===== config.mk =====
export PLATFORM = sky130hd
export DESIGN_NAME = smb_host_regs
export DESIGN_NICKNAME = d
export VERILOG_FILES = /design/src/rtl/smb_host_pkg.sv /design/src/rtl/smb_blk_buf.sv /design/src/rtl/smb_rsp_capture.sv /design/src/rtl/smb_host_regs.sv
export SDC_FILE = /design/constraint.sdc
export NUM_CORES = 1
export LEC_CHECK = 0
export BUFFER_PORTS_ARGS = -buffer_cell sky130_fd_sc_hd__buf_2
export CAP_MARGIN = 15
export CORE_MARGIN = 4
export CORE_UTILIZATION = 45
export DETAILED_ROUTE_END_ITERATION = 10
export HOLD_SLACK_MARGIN = 0.06
export PLACE_DENSITY = 0.71
export SLEW_MARGIN = 20
export SYNTH_ARGS = -nofsm -noshare
export SYNTH_HDL_FRONTEND = slang
export SYNTH_SLANG_ARGS = --single-unit

===== constraint.sdc =====
create_clock -name clk -period 5.8 [get_ports clk]
set_input_delay 0 -clock clk [delete_from_list [all_inputs] [get_ports clk]]
set_output_delay 0 -clock clk [all_outputs]
set_load 0.03 [all_outputs]

===== src/rtl/smb_host_pkg.sv =====
package smb_host_pkg;
    localparam logic [2:0] OFS_STATUS = 3'd0;
    localparam logic [2:0] OFS_CTRL   = 3'd2;
    localparam logic [2:0] OFS_CMD    = 3'd3;
    localparam logic [2:0] OFS_ADDR   = 3'd4;
    localparam logic [2:0] OFS_DATA0  = 3'd5;
    localparam logic [2:0] OFS_DATA1  = 3'd6;
    localparam logic [2:0] OFS_BLK    = 3'd7;

    localparam logic [2:0] PR_QUICK = 3'd0;
    localparam logic [2:0] PR_BYTE  = 3'd1;
    localparam logic [2:0] PR_BDATA = 3'd2;
    localparam logic [2:0] PR_WDATA = 3'd3;
    localparam logic [2:0] PR_BLOCK = 3'd5;

    localparam int START_BIT = 6;

    function automatic logic proto_ok(input logic [2:0] p);
        return (p == PR_QUICK) || (p == PR_BYTE) || (p == PR_BDATA) ||
               (p == PR_WDATA) || (p == PR_BLOCK);
    endfunction
endpackage


===== src/rtl/smb_blk_buf.sv =====
module smb_blk_buf #(
    parameter int DEPTH = 32,
    parameter int DW    = 8,
    parameter int NRD   = 2,
    localparam int AW   = $clog2(DEPTH)
) (
    input  logic                   clk,
    input  logic                   rst_n,
    input  logic                   we,
    input  logic [AW-1:0]          waddr,
    input  logic [DW-1:0]          wdata,
    input  logic [NRD-1:0][AW-1:0] raddr,
    output logic [NRD-1:0][DW-1:0] rdata
);
    logic [DW-1:0] mem_q [DEPTH];

    always_ff @(posedge clk or negedge rst_n) begin
        if (!rst_n) begin
            for (int e = 0; e < DEPTH; e++) mem_q[e] <= '0;
        end else if (we) begin
            mem_q[waddr] <= wdata;
        end
    end

    for (genvar p = 0; p < NRD; p++) begin : g_rd
        assign rdata[p] = mem_q[raddr[p]];
    end
endmodule


===== src/rtl/smb_rsp_capture.sv =====
module smb_rsp_capture
    import smb_host_pkg::*;
(
    input  logic [2:0]  proto,
    input  logic        is_read,
    input  logic [15:0] rsp,
    input  logic [7:0]  d0_cur,
    input  logic [7:0]  d1_cur,
    output logic [7:0]  d0_nxt,
    output logic [7:0]  d1_nxt
);
    always_comb begin
        d0_nxt = d0_cur;
        d1_nxt = d1_cur;
        if (is_read) begin
            case (proto)
                PR_BYTE, PR_BDATA, PR_BLOCK: d0_nxt = rsp[7:0];
                PR_WDATA: begin
                    d0_nxt = rsp[7:0];
                    d1_nxt = rsp[15:8];
                end
                default: ;
            endcase
        end
    end
endmodule


===== src/rtl/smb_host_regs.sv =====
module smb_host_regs
    import smb_host_pkg::*;
#(
    parameter int BUF_DEPTH = 32
) (
    input  logic                         clk,
    input  logic                         rst_n,
    input  logic                         reg_wr,
    input  logic                         reg_rd,
    input  logic [2:0]                   reg_addr,
    input  logic [7:0]                   reg_wdata,
    output logic [7:0]                   reg_rdata,
    output logic                         txn_req,
    output logic [2:0]                   txn_proto,
    output logic [6:0]                   txn_saddr,
    output logic                         txn_read,
    output logic [7:0]                   txn_cmd,
    output logic [15:0]                  txn_wdata,
    output logic [7:0]                   txn_count,
    input  logic [$clog2(BUF_DEPTH)-1:0] txn_bsel,
    output logic [7:0]                   txn_bout,
    input  logic                         txn_bvalid,
    input  logic [7:0]                   txn_bdata,
    input  logic                         txn_done,
    input  logic [15:0]                  txn_rdata
);
    localparam int IDXW = $clog2(BUF_DEPTH);

    typedef struct packed {
        logic [4:0]      ctl;
        logic [7:0]      cmd;
        logic [7:0]      saddr;
        logic [7:0]      d0;
        logic [7:0]      d1;
        logic [IDXW-1:0] idx;
        logic [IDXW-1:0] fill;
        logic            busy;
        logic            done;
        logic            fail;
    } regs_t;

    regs_t s_q, s_d;

    logic                   buf_we;
    logic [IDXW-1:0]        buf_waddr;
    logic [7:0]             buf_wdata;
    logic [1:0][IDXW-1:0]   buf_raddr;
    logic [1:0][7:0]        buf_rdata;
    logic [7:0]             cap_d0, cap_d1;
    logic                   host_wr_ok;
    logic                   blk_rd_fill;

    function automatic logic [IDXW-1:0] step_idx(input logic [IDXW-1:0] v);
        return (v == IDXW'(BUF_DEPTH - 1)) ? '0 : v + 1'b1;
    endfunction

    assign buf_raddr[0] = s_q.idx;
    assign buf_raddr[1] = txn_bsel;

    smb_blk_buf #(.DEPTH(BUF_DEPTH), .DW(8), .NRD(2)) u_buf (
        .clk   (clk),
        .rst_n (rst_n),
        .we    (buf_we),
        .waddr (buf_waddr),
        .wdata (buf_wdata),
        .raddr (buf_raddr),
        .rdata (buf_rdata)
    );

    smb_rsp_capture u_cap (
        .proto   (s_q.ctl[4:2]),
        .is_read (s_q.saddr[0]),
        .rsp     (txn_rdata),
        .d0_cur  (s_q.d0),
        .d1_cur  (s_q.d1),
        .d0_nxt  (cap_d0),
        .d1_nxt  (cap_d1)
    );

    assign host_wr_ok  = reg_wr && !s_q.busy;
    assign blk_rd_fill = s_q.busy && s_q.saddr[0] && (s_q.ctl[4:2] == PR_BLOCK) && txn_bvalid;

    always_comb begin
        s_d       = s_q;
        buf_we    = 1'b0;
        buf_waddr = '0;
        buf_wdata = '0;

        if (reg_wr && reg_addr == OFS_STATUS) begin
            if (reg_wdata[1]) s_d.done = 1'b0;
            if (reg_wdata[2]) s_d.fail = 1'b0;
        end

        if (host_wr_ok) begin
            case (reg_addr)
                OFS_CTRL: begin
                    s_d.ctl = reg_wdata[4:0];
                    if (reg_wdata[START_BIT]) begin
                        s_d.idx  = '0;
                        s_d.fill = '0;
                        if (proto_ok(reg_wdata[4:2])) s_d.busy = 1'b1;
                        else                          s_d.fail = 1'b1;
                    end
                end
                OFS_CMD:   s_d.cmd   = reg_wdata;
                OFS_ADDR:  s_d.saddr = reg_wdata;
                OFS_DATA0: s_d.d0    = reg_wdata;
                OFS_DATA1: s_d.d1    = reg_wdata;
                OFS_BLK: begin
                    buf_we    = 1'b1;
                    buf_waddr = s_q.idx;
                    buf_wdata = reg_wdata;
                    s_d.idx   = step_idx(s_q.idx);
                end
                default: ;
            endcase
        end

        if (reg_rd && !reg_wr && reg_addr == OFS_BLK) begin
            s_d.idx = step_idx(s_q.idx);
        end

        if (blk_rd_fill) begin
            buf_we    = 1'b1;
            buf_waddr = s_q.fill;
            buf_wdata = txn_bdata;
            s_d.fill  = step_idx(s_q.fill);
        end

        if (s_q.busy && txn_done) begin
            s_d.busy = 1'b0;
            s_d.done = 1'b1;
            s_d.d0   = cap_d0;
            s_d.d1   = cap_d1;
        end
    end

    always_ff @(posedge clk or negedge rst_n) begin
        if (!rst_n) s_q <= '0;
        else        s_q <= s_d;
    end

    always_comb begin
        case (reg_addr)
            OFS_STATUS: reg_rdata = {5'b0, s_q.fail, s_q.done, s_q.busy};
            OFS_CTRL:   reg_rdata = {3'b0, s_q.ctl};
            OFS_CMD:    reg_rdata = s_q.cmd;
            OFS_ADDR:   reg_rdata = s_q.saddr;
            OFS_DATA0:  reg_rdata = s_q.d0;
            OFS_DATA1:  reg_rdata = s_q.d1;
            OFS_BLK:    reg_rdata = buf_rdata[0];
            default:    reg_rdata = 8'h00;
        endcase
    end

    assign txn_req   = s_q.busy;
    assign txn_proto = s_q.ctl[4:2];
    assign txn_saddr = s_q.saddr[7:1];
    assign txn_read  = s_q.saddr[0];
    assign txn_cmd   = s_q.cmd;
    assign txn_wdata = {s_q.d1, s_q.d0};
    assign txn_count = s_q.d0;
    assign txn_bout  = buf_rdata[1];
endmodule


Yosys cells after proc, flatten, opt, wreduce, memory -nomap -nowiden
Index checks and enable logic that the tools add are counted.

Add/sub/neg operators: 2. Order comparisons: 4. Equal/unequal tests: 20. Mux-type cells: 43. Bitwise gates (word level): 3. Reduce and logical (&&, ||, !) cells: 40.

Operators by type and width (number): bitwise mux 256 bit (1); two-way mux 8 bit (14); binary-select mux 8 bit (select 5 bit) (2); case mux 8 bit (7 select lines) (1); demux 8 bit (select 5 bit) (1); two-way mux 5 bit (7); two-way mux 27 bit (1); nonzero test 2 bit (12); == test 3 x 2 -> 1 bit (second input constant) (6); == test 3 bit (second input constant) (6); greater-or-equal comparator 6 bit (second input constant) (3); inverter 5 -> 6 bit (3); two-way mux 16 bit (1); AND reduction 4 bit (3); two-way mux 11 bit (1); adder 5 x 1 -> 5 bit (second input constant) (2); == test 5 bit (second input constant) (2); two-way mux 1 bit (10); case mux 5 bit (2 select lines) (1); logical AND 1 bit (9); AND reduction 2 bit (4); == test 3 x 1 -> 1 bit (second input constant) (2); logical NOT 3 bit (2); < comparator 6 x 1 -> 1 bit (second input constant) (1); other kinds (10) (17).

Bits in registers: 306. Output and inout bits: 60. Word-level logic and storage cells: 154.

Depth between registers and ports, before layout
Gate-level depths: netlist of run 1.

Depth in word-level cells: 10. Depth in mapped cells: 8. Gate-level depth less buffers: 6.

Hierarchy
Synthesis of run 1 repeated with hierarchy kept, for this count alone.

Cells, all modules: 1125. Area, all modules: 17037.6 um2.

By module, submodules not included: smb_blk_buf (times used 1, cells each 806, area each 13643.1 um2); smb_host_regs (times used 1, cells each 300, area each 3183.1 um2); smb_rsp_capture (times used 1, cells each 19, area each 211.5 um2).

Least setup slack after synthesis of run 1
OpenSTA, ideal clock, no wires.

Kind: register to output. Start point: register s_q (netlist bit buf_raddr[0]). End point: output port reg_rdata[0]. Data arrival time: 2173 ps. Data required time: 5800 ps. Slack: 3627 ps. Cell stages (with the launch flop): 8. Path buffers: 3. Cells stage by stage: dfrtp_1 -> buf_2 -> buf_2 -> nor2_1 -> buf_2 -> a221oi_1 -> o221ai_1 -> o21ai_0.

Cells in the longest elaborated chain, start to end: 5.

RTL lines: start: declaration (line smb_host_regs.sv:42) `regs_t s_q, s_d;`; start signal: assignment (line smb_host_regs.sv:139) `if (!rst_n) s_q <= '0;`; start signal: assignment (line smb_host_regs.sv:140) `else s_q <= s_d;`; inverter 5 -> 6 bit (not written as such) (line smb_blk_buf.sv:26) `assign rdata[p] = mem_q[raddr[p]];`; binary-select mux 8 bit (select 5 bit) (line smb_blk_buf.sv:26); two-way mux 8 bit (not written as such) (2 in series) (line smb_blk_buf.sv:26); case mux 8 bit (7 select lines) (line smb_host_regs.sv:144) `case (reg_addr)`; end: declaration (line smb_host_regs.sv:12) `output logic [7:0] reg_rdata,`.

No other way between the ends. The select of a mux whose other input is x is not followed.

Final worst setup path of run 1
Start point: register s_q (netlist bit buf_raddr[1]). End point: output port reg_rdata[1].

The elaborated chain is that of the path after synthesis.

==> flow_summary.ini, run 1 <==
[outcome]
status = completed

[layout]
fin_nets = 1361
final_common_cell = dfrtp_1
seqCellArea_um2 = 7660
final_cell_mix = dfrtp_1 (304), mux2_2 (272), mux4_2 (113), buf_2 (103), mux2i_1 (82)
n_fill_cell = 3117
area_delta_synth_final_pct = 12.2
final_cells = 1846
final_layout_size_suffix_gt1_share_pct = 44.9
final_area_um2 = 19200
multi_input_area_um2 = 8620
utilization_pct = 51.0
antenna_cells = 0

[global_routing]
grt_pass1_vias = 11800
antenna_found_initial = 1
grt_start_max_net_pins = 163
grt_usage_pct = 22.8
grt_first_pass_wirelength_um = 73000
gr-total-overflow = 0

[clock_network]
cts_setup_buffers = 0
cts_resized = 0
postCtsHoldBufs = 36
clk_pin_slew_worst_paths_ps = 60
cts_buffers = 35
clockRootBuffer = clkbuf_16
clk_latency_ps = 520
cts_tree = done
clk_path_buf_depth = 3
clkSinkCount = 306
h-tree-depth = 2

[power]
cellLeakagePower_nw = 8.53
power_density_nw_per_um2 = 302
p_seq_share_pct = 42.1
ir_drop_v = 0.000151
p_comb_share_pct = 19.3
p_switching_w = 0.00177
switching_share_pct = 30.6
clkPwrFrac_pct = 38.6
p_int_w = 0.00402

[worst_hold_path]
hold_class = in2async

[timing]
drv_slew = 0
finalHoldViolations = 0
setup_slack_ps = 2070
fin_setup_tns_ps = 0
period_share_pct = 64.3
setup_viol = 0
timing.clock.skew_ps = 20.3
tightest_slew_ps = 1050
slew_headroom_pct = 30.1
rsz0062_at_grt = false
fmaxAchievable_mhz = 268
period_needed_ps = 3730

[yosys]
yosys_register_bits = 306
synth_top_family_by_area = multiplexers
synthMuxAreaShare_pct = 39.2
synthTopCellsByArea = dfrtp_1 (45%), mux2_2 (18%), mux4_2 (15%), mux2i_1 (4.8%), buf_4 (2.3%)
yosys.area_share.simple_pct = 4.29
synth_top_cell_by_area = dfrtp_1
ys.warnings.count = 0
yosysSeqAreaShare_pct = 44.8
netlist_area_um2 = 17100
synth_xor_area_share_pct = 0.0512
synth_ff_type = dfrtp_1
synth_adder_area_share_pct = 0.293
synth-async-reset-ratio_pct = 100
synth_cells = 1259
synth_cell_type_count = 59
synth_compound_area_share_pct = 6.52
avgSynthCellArea_um2 = 13.6
synth_nets = 1309
synth_top_cell_area_share_pct = 44.8
synth_edf_count = 0

[detailed_routing]
drt_wl_total_um = 47100
drtIter0Drc = 1168
wl_per_cell_um = 25.5
vias = 11500
drc_errors = 0
via_per_inst = 6.25
first_pass_iters = 5
ant_nets = 0

[setup_path]
rr_startpoint = buf_raddr[1]$_DFFE_PN0P_
crit_fanout = 46
cp-end-kind = output pin
path_class = reg2out
cp_data_required_time_ps = 5800
startpoint_type = register
arrival_ps = 3730
crit_start = buf_raddr[1]$_DFFE_PN0P_

[placement]
place.gp.congestion = 0.863
preCtsSetupSlack_ps = 2650
dp_hpwl_um = 31100
portBuffers = 105
placed_area_um2 = 17700
place_inst = 1749

[die]
fp.coreArea_um2 = 37600
io_pins = 106
rows = 71
die_area_um2 = 41200
start_util_pct = 45.5
die_w_um = 203
die_h_um = 203

[run]
maxCapViolCount = 0
## metal layers
metal / up-vias / wire length [um] / track usage (%)
li1: 4875 / - / -
met1: 6109 / 20400 / 32.5
met2: 476 / 21900 / 35.9
met3: 81 / 3200 / 3.83
met4: 2 / 1570 / 7.20
met5: - / 13 / 0
## cell usage after synthesis (all sizes together), types with 8 or more instances
cell      n
a22oi    23
or2       9
a21oi    45
clkbuf   43
o21ai    23
buf     101
nand3    13
nand2    53
mux2    291
a22o     13
mux4    113
nor3      8
nor2     34
a221oi   13
dfrtp   306
nor2b    16
inv      10
mux2i    82
## critical path, stage by stage, from the launching register on
cell	delay, ps
dfrtp_4	940
buf_4	650
mux4_2	400
mux2i_1	140
nor2_1	60
a311oi_1	570
o22ai_1	200
buf_2	220
## final timing paths
kind | to | slack (ps) | cells past startpoint
min reg2reg | s_q[1]$_DFFE_PN0P_ | 490 | 1
min in group clk | s_q[1]$_DFFE_PN0P_ | 210 | 4
max | reg_rdata[1] | 2070 | 7
max reg2reg | u_buf.mem_q[128]$_DFFE_PN0P_ | 2710 | 5
max in group asynchronous | u_buf.mem_q[132]$_DFFE_PN0P_ | 4400 | 3
min | txn_cmd[2]$_DFFE_PN0P_ | 70 | 2
## flip-flops by register name, summed over array words and instances, names as in the netlist
name and flops:
txn_saddr 7, s_q 9, u_buf.mem_q 256, txn_req 1, buf_raddr 5, txn_read 1
txn_cmd 8, txn_proto 3, txn_count 8, txn_wdata 8
## logic make-up (layout without fill, tap and decap cells)
logic type / count (synthesis) / count (layout)
mux: 486 / 486
flops: 306 / 306
compound gates: 158 / 158
buf+inv: 155 / 231
simple gates: 149 / 149
fa+ha+maj: 4 / 4
xor+xnor: 1 / 1
## power by group through the flow
stage | logic [W] | clock network (W) | registers [W]
6_report | 0.00112 | 0.00224 | 0.00244
5_1_grt | 0.00119 | 0.00237 | 0.00246
4_1_cts | 0.00112 | 0.00228 | 0.00244
3_5_place_dp | 0.00108 | 0 | 0.00247
3_3_place_gp | 0.00107 | 0 | 0.00247
2_1_floorplan | 0.000949 | 0 | 0.00241
## metrics by stage
| stage | total power (W) | hold slack [ps] |
|---|---|---|
| 2_1_floorplan | 0.00336 | -296 |
| 3_3_place_gp | 0.00354 | 38.1 |
| 3_5_place_dp | 0.00356 | 31.2 |
| 4_1_cts | 0.00583 | 87.5 |
| 5_1_grt | 0.00601 | 137 |
| 6_report | 0.00579 | 72.6 |
## area by class of cell
| class | count | share of cell area [%] |
|---|---|---|
| clock buffers | 54 | 5.63 |
| multi-input cells | 798 | 45.0 |
| inverters | 11 | 0.215 |
| clock inverters | 7 | 0.463 |
| repair buffers | 159 | 5.45 |
| well taps | 511 | 3.33 |
| flip-flops and latches | 306 | 39.9 |
Note: power is estimated with default switching activity, not from simulation.
==> run 2, diff against run 1 <==
Clock period 5.8 ns to 3.8 ns, I/O delays scaled along.
==> flow_summary.ini, run 2 (same netlist as run 1, synthesis figures left out) <==
[timing]
timing.clock.skew_ps = 30.2
setup_viol = 0
slew_headroom_pct = 31.6
period_needed_ps = 3400
rsz0062_at_grt = false
fmaxAchievable_mhz = 294
holdWs_ps = 116
drv_slew = 0
period_share_pct = 89.4
finalHoldViolations = 0
fin_setup_tns_ps = 0
tightest_slew_ps = 1030

[detailed_routing]
vias = 11600
met3WireLength_um = 3800
drtIter0Drc = 1107
drc_errors = 0
first_pass_iters = 5
via_per_inst = 6.25
wl_per_cell_um = 25.8
drt-met1-wl_um = 19700
drt_wl_total_um = 47700
wl_met2_um = 22400
routed.top_layer = met5
ant_nets = 0

[layout]
n_fill_cell = 3115
largestRegisters = u_buf.mem_q (256), s_q (9)
regMostFlops = u_buf.mem_q
final_common_cell = dfrtp_1
final_cells = 1850
antenna_cells = 0
final_area_um2 = 19200
final_layout_size_suffix_gt1_share_pct = 45.0
area_delta_synth_final_pct = 12.4
fin_nets = 1372
largest_reg_flops = 256
final_cell_mix = dfrtp_1 (304), mux2_2 (272), mux4_2 (113), buf_2 (103), mux2i_1 (82)

[setup_path]
cp_cell_sequence = buf_4, mux4_2, mux2i_1, nor2_1, a311oi_1, o22ai_1, buf_2
arrival_ps = 3400
path_class = reg2out
crit_fanout = 19
startpoint_type = register
cp_slowest_cell = dfrtp_2
cp-end-kind = output pin
cpPeakStageDelay_ps = 750
cp_data_required_time_ps = 3800

[die]
rows = 71
io_pins = 106
fp.coreArea_um2 = 37600
die_h_um = 203
die_area_um2 = 41200
start_util_pct = 45.5
die_w_um = 203

[clock_network]
cts_tree = done
clk_path_buf_depth = 3
clk_pin_slew_worst_paths_ps = 60
clkSinkCount = 306
cts_setup_buffers = 0
h-tree-depth = 2
cts_buffers = 34
clk_latency_ps = 530
clockRootBuffer = clkbuf_16

[global_routing]
grt_usage_pct = 23.0
grt_first_pass_wirelength_um = 73300
grt_pass1_vias = 11900
antenna_found_initial = 2
grt_start_max_net_pins = 102
gr-total-overflow = 0

[placement]
placed_area_um2 = 17800
portBuffers = 105
dp_hpwl_um = 32000
place_inst = 1761
place.gp.congestion = 0.881

[power]
cellLeakagePower_nw = 8.54
ir_drop_v = 0.000291
power_density_nw_per_um2 = 452

[worst_hold_path]
hold_class = in2async

[outcome]
status = completed

[run]
maxCapViolCount = 0
run 2: changes by cell type in the layout (fill, tap and decap cells not counted), sizes merged:
cell,before,now
buf,123,135
clkbuf,54,47
clkinv,5,4
run 2: per-stage QoR:
stage | setup WS [ps] | power, W | utilization (%)
floorplan | 1630 | 0.00512 | -
global placement | 873 | 0.00542 | 47.3
detailed placement | 922 | 0.00545 | 47.3
CTS | 365 | 0.00871 | 51.1
global route | 179 | 0.00900 | 51.1
finish | 402 | 0.00868 | 51.1
run 2: final cells by class:
class	count	area (um^2)	share of cell area [%]
multi-input combinational	798	8630	44.9
sequential	306	7660	39.9
timing repair buffer	171	1190	6.17
clock buffer	47	971	5.05
tap	511	639	3.33
clock inverter	6	83.8	0.436
inverter	11	41.3	0.215
run 2: path summary, 6_finish.rpt:
| kind | start | end | slack, ps | cells past startpoint |
|---|---|---|---|---|
| worst min-delay path | rst_n | txn_count[0]$_DFFE_PN0P_ | 120 | 2 |
| max in group asynchronous | rst_n | txn_wdata[10]$_DFFE_PN0P_ | 2730 | 3 |
| min in group clk | txn_done | txn_req$_DFFE_PN0P_ | 120 | 4 |
| worst max-delay path | buf_raddr[0]$_DFFE_PN0P_ | reg_rdata[1] | 400 | 7 |
| worst min register to register | s_q[1]$_DFFE_PN0P_ | s_q[1]$_DFFE_PN0P_ | 500 | 1 |
| worst max register to register | txn_proto[1]$_DFFE_PN0P_ | u_buf.mem_q[49]$_DFFE_PN0P_ | 800 | 5 |
run 2: per-layer routing:
metal,vias up,GRT usage [%]
met3,107,5.03
met2,515,37.1
met5,-,0
met1,6051,30.8
li1,4892,-
met4,4,8.41
run 2: what timing repair did:
| item | in CTS | in global routing |
|---|---|---|
| endpoints found under the hold margin | 137 | 0 |
| resized for setup | 0 | 0 |
| hold buffers | 36 | 0 |
run 2: worst max-delay path: cells and delay by family, from the launching register on:
| kind | cells | cell delay [ps] |
|---|---|---|
| AOI/OAI and AO/OA | 2 | 720 |
| muxes | 2 | 720 |
| buffers and inverters | 2 | 610 |
| and+or+nand+nor | 1 | 70 |
| DFF | 1 | 750 |
run 2: report_power, final:
group / internal [W] / switching [W]
Combinational: 0.000603 / 0.00115
Sequential: 0.00347 / 0.000253
Clock: 0.00191 / 0.00130
==> run 3, diff against run 2 <==
Settings changed: SYNTH_HIERARCHICAL set to 1.
==> flow_summary.ini, run 3 <==
[die]
io_pins = 106
fp.coreArea_um2 = 37500
rows = 71
die_w_um = 203
start_util_pct = 45.4
die_area_um2 = 41000
die_h_um = 203

[clock_network]
postCtsHoldBufs = 37
clk_path_buf_depth = 3
cts_buffers = 34
cts_tree = done
clk_latency_ps = 530
clockRootBuffer = clkbuf_16
h-tree-depth = 2
cts_setup_buffers = 0
clkSinkCount = 306
cts_resized = 0
clk_pin_slew_worst_paths_ps = 70

[detailed_routing]
via_per_inst = 6.06
drtIter0Drc = 746
ant_nets = 0
first_pass_iters = 5
wl_per_cell_um = 24.6
drc_errors = 0
vias = 10600
drt_wl_total_um = 43200

[power]
p_comb_share_pct = 14.2
ir_drop_v = 0.000213
clkPwrFrac_pct = 42.7
p_seq_share_pct = 43.1
power_density_nw_per_um2 = 419
switching_share_pct = 26.7
p_int_w = 0.00597
p_switching_w = 0.00218
cellLeakagePower_nw = 8.81

[setup_path]
critPathTopFamily = multiplexers
crit_start = buf_raddr[1]$_DFFE_PN0P_
crit_fanout = 18
rr_worst_depth = 6
critical_path_depth = 7
cp_data_required_time_ps = 3800
cp_common_cell = mux4_2
cp_cell_sequence = buf_12, mux4_2, mux4_2, mux2_2, mux4_1, a22o_1, buf_2
arrival_ps = 3680
r2r_end = u_buf/mem_q[167]$_DFFE_PN0P_
cp_slowest_cell = dfrtp_4
startpoint_type = register
rr_startpoint = txn_req$_DFFE_PN0P_
rrSetupSlack_ps = 740
cp-end-kind = output pin
cpPeakStageDelay_ps = 610
endpoint = reg_rdata[4]
cp_num_buf_inv = 2
path_class = reg2out

[layout]
area_delta_synth_final_pct = 14.1
final_layout_size_suffix_gt1_share_pct = 55.9
fin_nets = 1270
final_cell_mix = mux2_2 (304), dfrtp_1 (304), mux4_2 (163), buf_2 (103), nand2_1 (45)
antenna_cells = 0
largestRegisters = u_buf/mem_q (256), s_q (9)
largest_reg_flops = 256
regMostFlops = u_buf/mem_q

[global_routing]
grt_usage_pct = 21.1
grt_start_max_net_pins = 96
grt_first_pass_wirelength_um = 67300
grt_pass1_vias = 11100
antenna_found_initial = 0
gr-total-overflow = 0

[timing]
period_share_pct = 96.7
rsz0062_at_grt = false
slew_headroom_pct = 36.7
period_needed_ps = 3680
holdWs_ps = 81.6
timing.clock.skew_ps = 19.5
drv_slew = 0
setup_viol = 0
fmaxAchievable_mhz = 272
tightest_slew_ps = 946
finalHoldViolations = 0
fin_setup_tns_ps = 0

[run]
maxCapViolCount = 0

[worst_hold_path]
hold_class = in2async

[yosys]
synth_cell_type_count = 51
synth-async-reset-ratio_pct = 100
synthTopCellsByArea = dfrtp_1 (45%), mux4_2 (22%), mux2_2 (20%), buf_4 (2.5%), mux2i_1 (1.2%)
yosys-top-cells-count = dfrtp_1 (306), mux2_2 (304), mux4_2 (163)
yosys.cell_count.top_type = dfrtp_1
synth_nets = 1175
synth_edf_count = 0
yosysSeqAreaShare_pct = 44.9
avgSynthCellArea_um2 = 15.1
ys.warnings.count = 6
synth_cells = 1125
netlist_area_um2 = 17000
synth_top_cell_area_share_pct = 44.9
yosys_register_bits = 306
synth_top_cell_by_area = dfrtp_1
synth_ff_type = dfrtp_1

[placement]
place.gp.congestion = 0.851
dp_hpwl_um = 28800
portBuffers = 105

[outcome]
status = completed
-- run 3: cell types whose count changed after synthesis, sizes merged, moves of 8 or more --
cell / before / now
mux2: 291 / 311
nor2b: 16 / 4
mux4: 113 / 165
nand2: 53 / 45
nor2: 34 / 20
buf: 101 / 85
a22oi: 23 / 1
or2: 9 / 1
a21oi: 45 / 4
a22o: 13 / 23
a221oi: 13 / 0
mux2i: 82 / 21
-- run 3: cell families (layout without fill, tap and decap cells) --
family | Yosys count | after routing | share of synthesized area (%)
mux | 497 | 497 | 43.8
flops | 306 | 306 | 44.9
buf+inv | 135 | 252 | 4.46
simple gates | 114 | 114 | 3.70
compound gates | 68 | 68 | 2.75
fa+ha+maj | 4 | 4 | 0.294
xor+xnor | 1 | 1 | 0.0514
-- run 3: worst register-to-register path, stage by stage (launching register included) --
cell	delay, ps
dfrtp_1	440
nand3b_1	230
nor2_1	400
a22o_1	420
nor3b_1	450
nand2_1	540
mux2_2	460
-- run 3: how the worst min path moves through the flow --
stage / end / slack [ps] / cells past startpoint
6_report: txn_count[4]$_DFFE_PN0P_ / 80 / 2
5_1_grt: s_q[6]$_DFFE_PN0P_ / 90 / 4
4_1_cts: s_q[6]$_DFFE_PN0P_ / 60 / 4
3_5_place_dp: txn_count[4]$_DFFE_PN0P_ / 70 / 1
3_3_place_gp: txn_count[3]$_DFFE_PN0P_ / 70 / 1
2_1_floorplan: buf_raddr[0]$_DFFE_PN0P_ / -300 / 0
-- run 3: area by class of cell --
class                      instances  area (um^2)
fill                            3117        18000
tap                              511          639
clock inverter                     9          161
multi-input combinational        684         8620
timing repair buffer             188         1320
inverter                           6         22.5
clock buffer                      49         1020
sequential                       306         7660
-- run 3: per-layer routing --
metal  vias to the layer above  share of wire (%)  wire length (um)  global-route usage, %
li1                       4514                  -                 -                      -
met1                      5673                 41             17500                   28.7
met2                       332                 49             21000                   34.0
met3                       101                6.3              2710                   3.37
met4                         0                4.5              1930                   9.41
met5                         -                  0                 0                      0
-- run 3: power by group through the flow --
stage / Clock [W] / Combinational [W] / Sequential (W)
after global routing: 0.00367 / 0.00123 / 0.00353
after floorplan: 0 / 0.000931 / 0.00353
after CTS: 0.00355 / 0.00116 / 0.00351
after detailed placement: 0 / 0.00109 / 0.00357
after global placement: 0 / 0.00109 / 0.00357
final: 0.00348 / 0.00116 / 0.00352
-- run 3: per-stage QoR --
stage | total power [W] | std cells | setup WS (ps) | area (um^2) | utilization (%)
after global placement | 0.00465 | 1658 | 649 | 17900 | 47.7
after global routing | 0.00843 | 1753 | 44.5 | 19400 | 51.9
final | 0.00815 | 1753 | 125 | 19400 | 51.9
after floorplan | 0.00446 | 1125 | 901 | 17000 | -
after CTS | 0.00821 | 1753 | 106 | 19400 | 51.9
after detailed placement | 0.00466 | 1658 | 679 | 17900 | 47.7
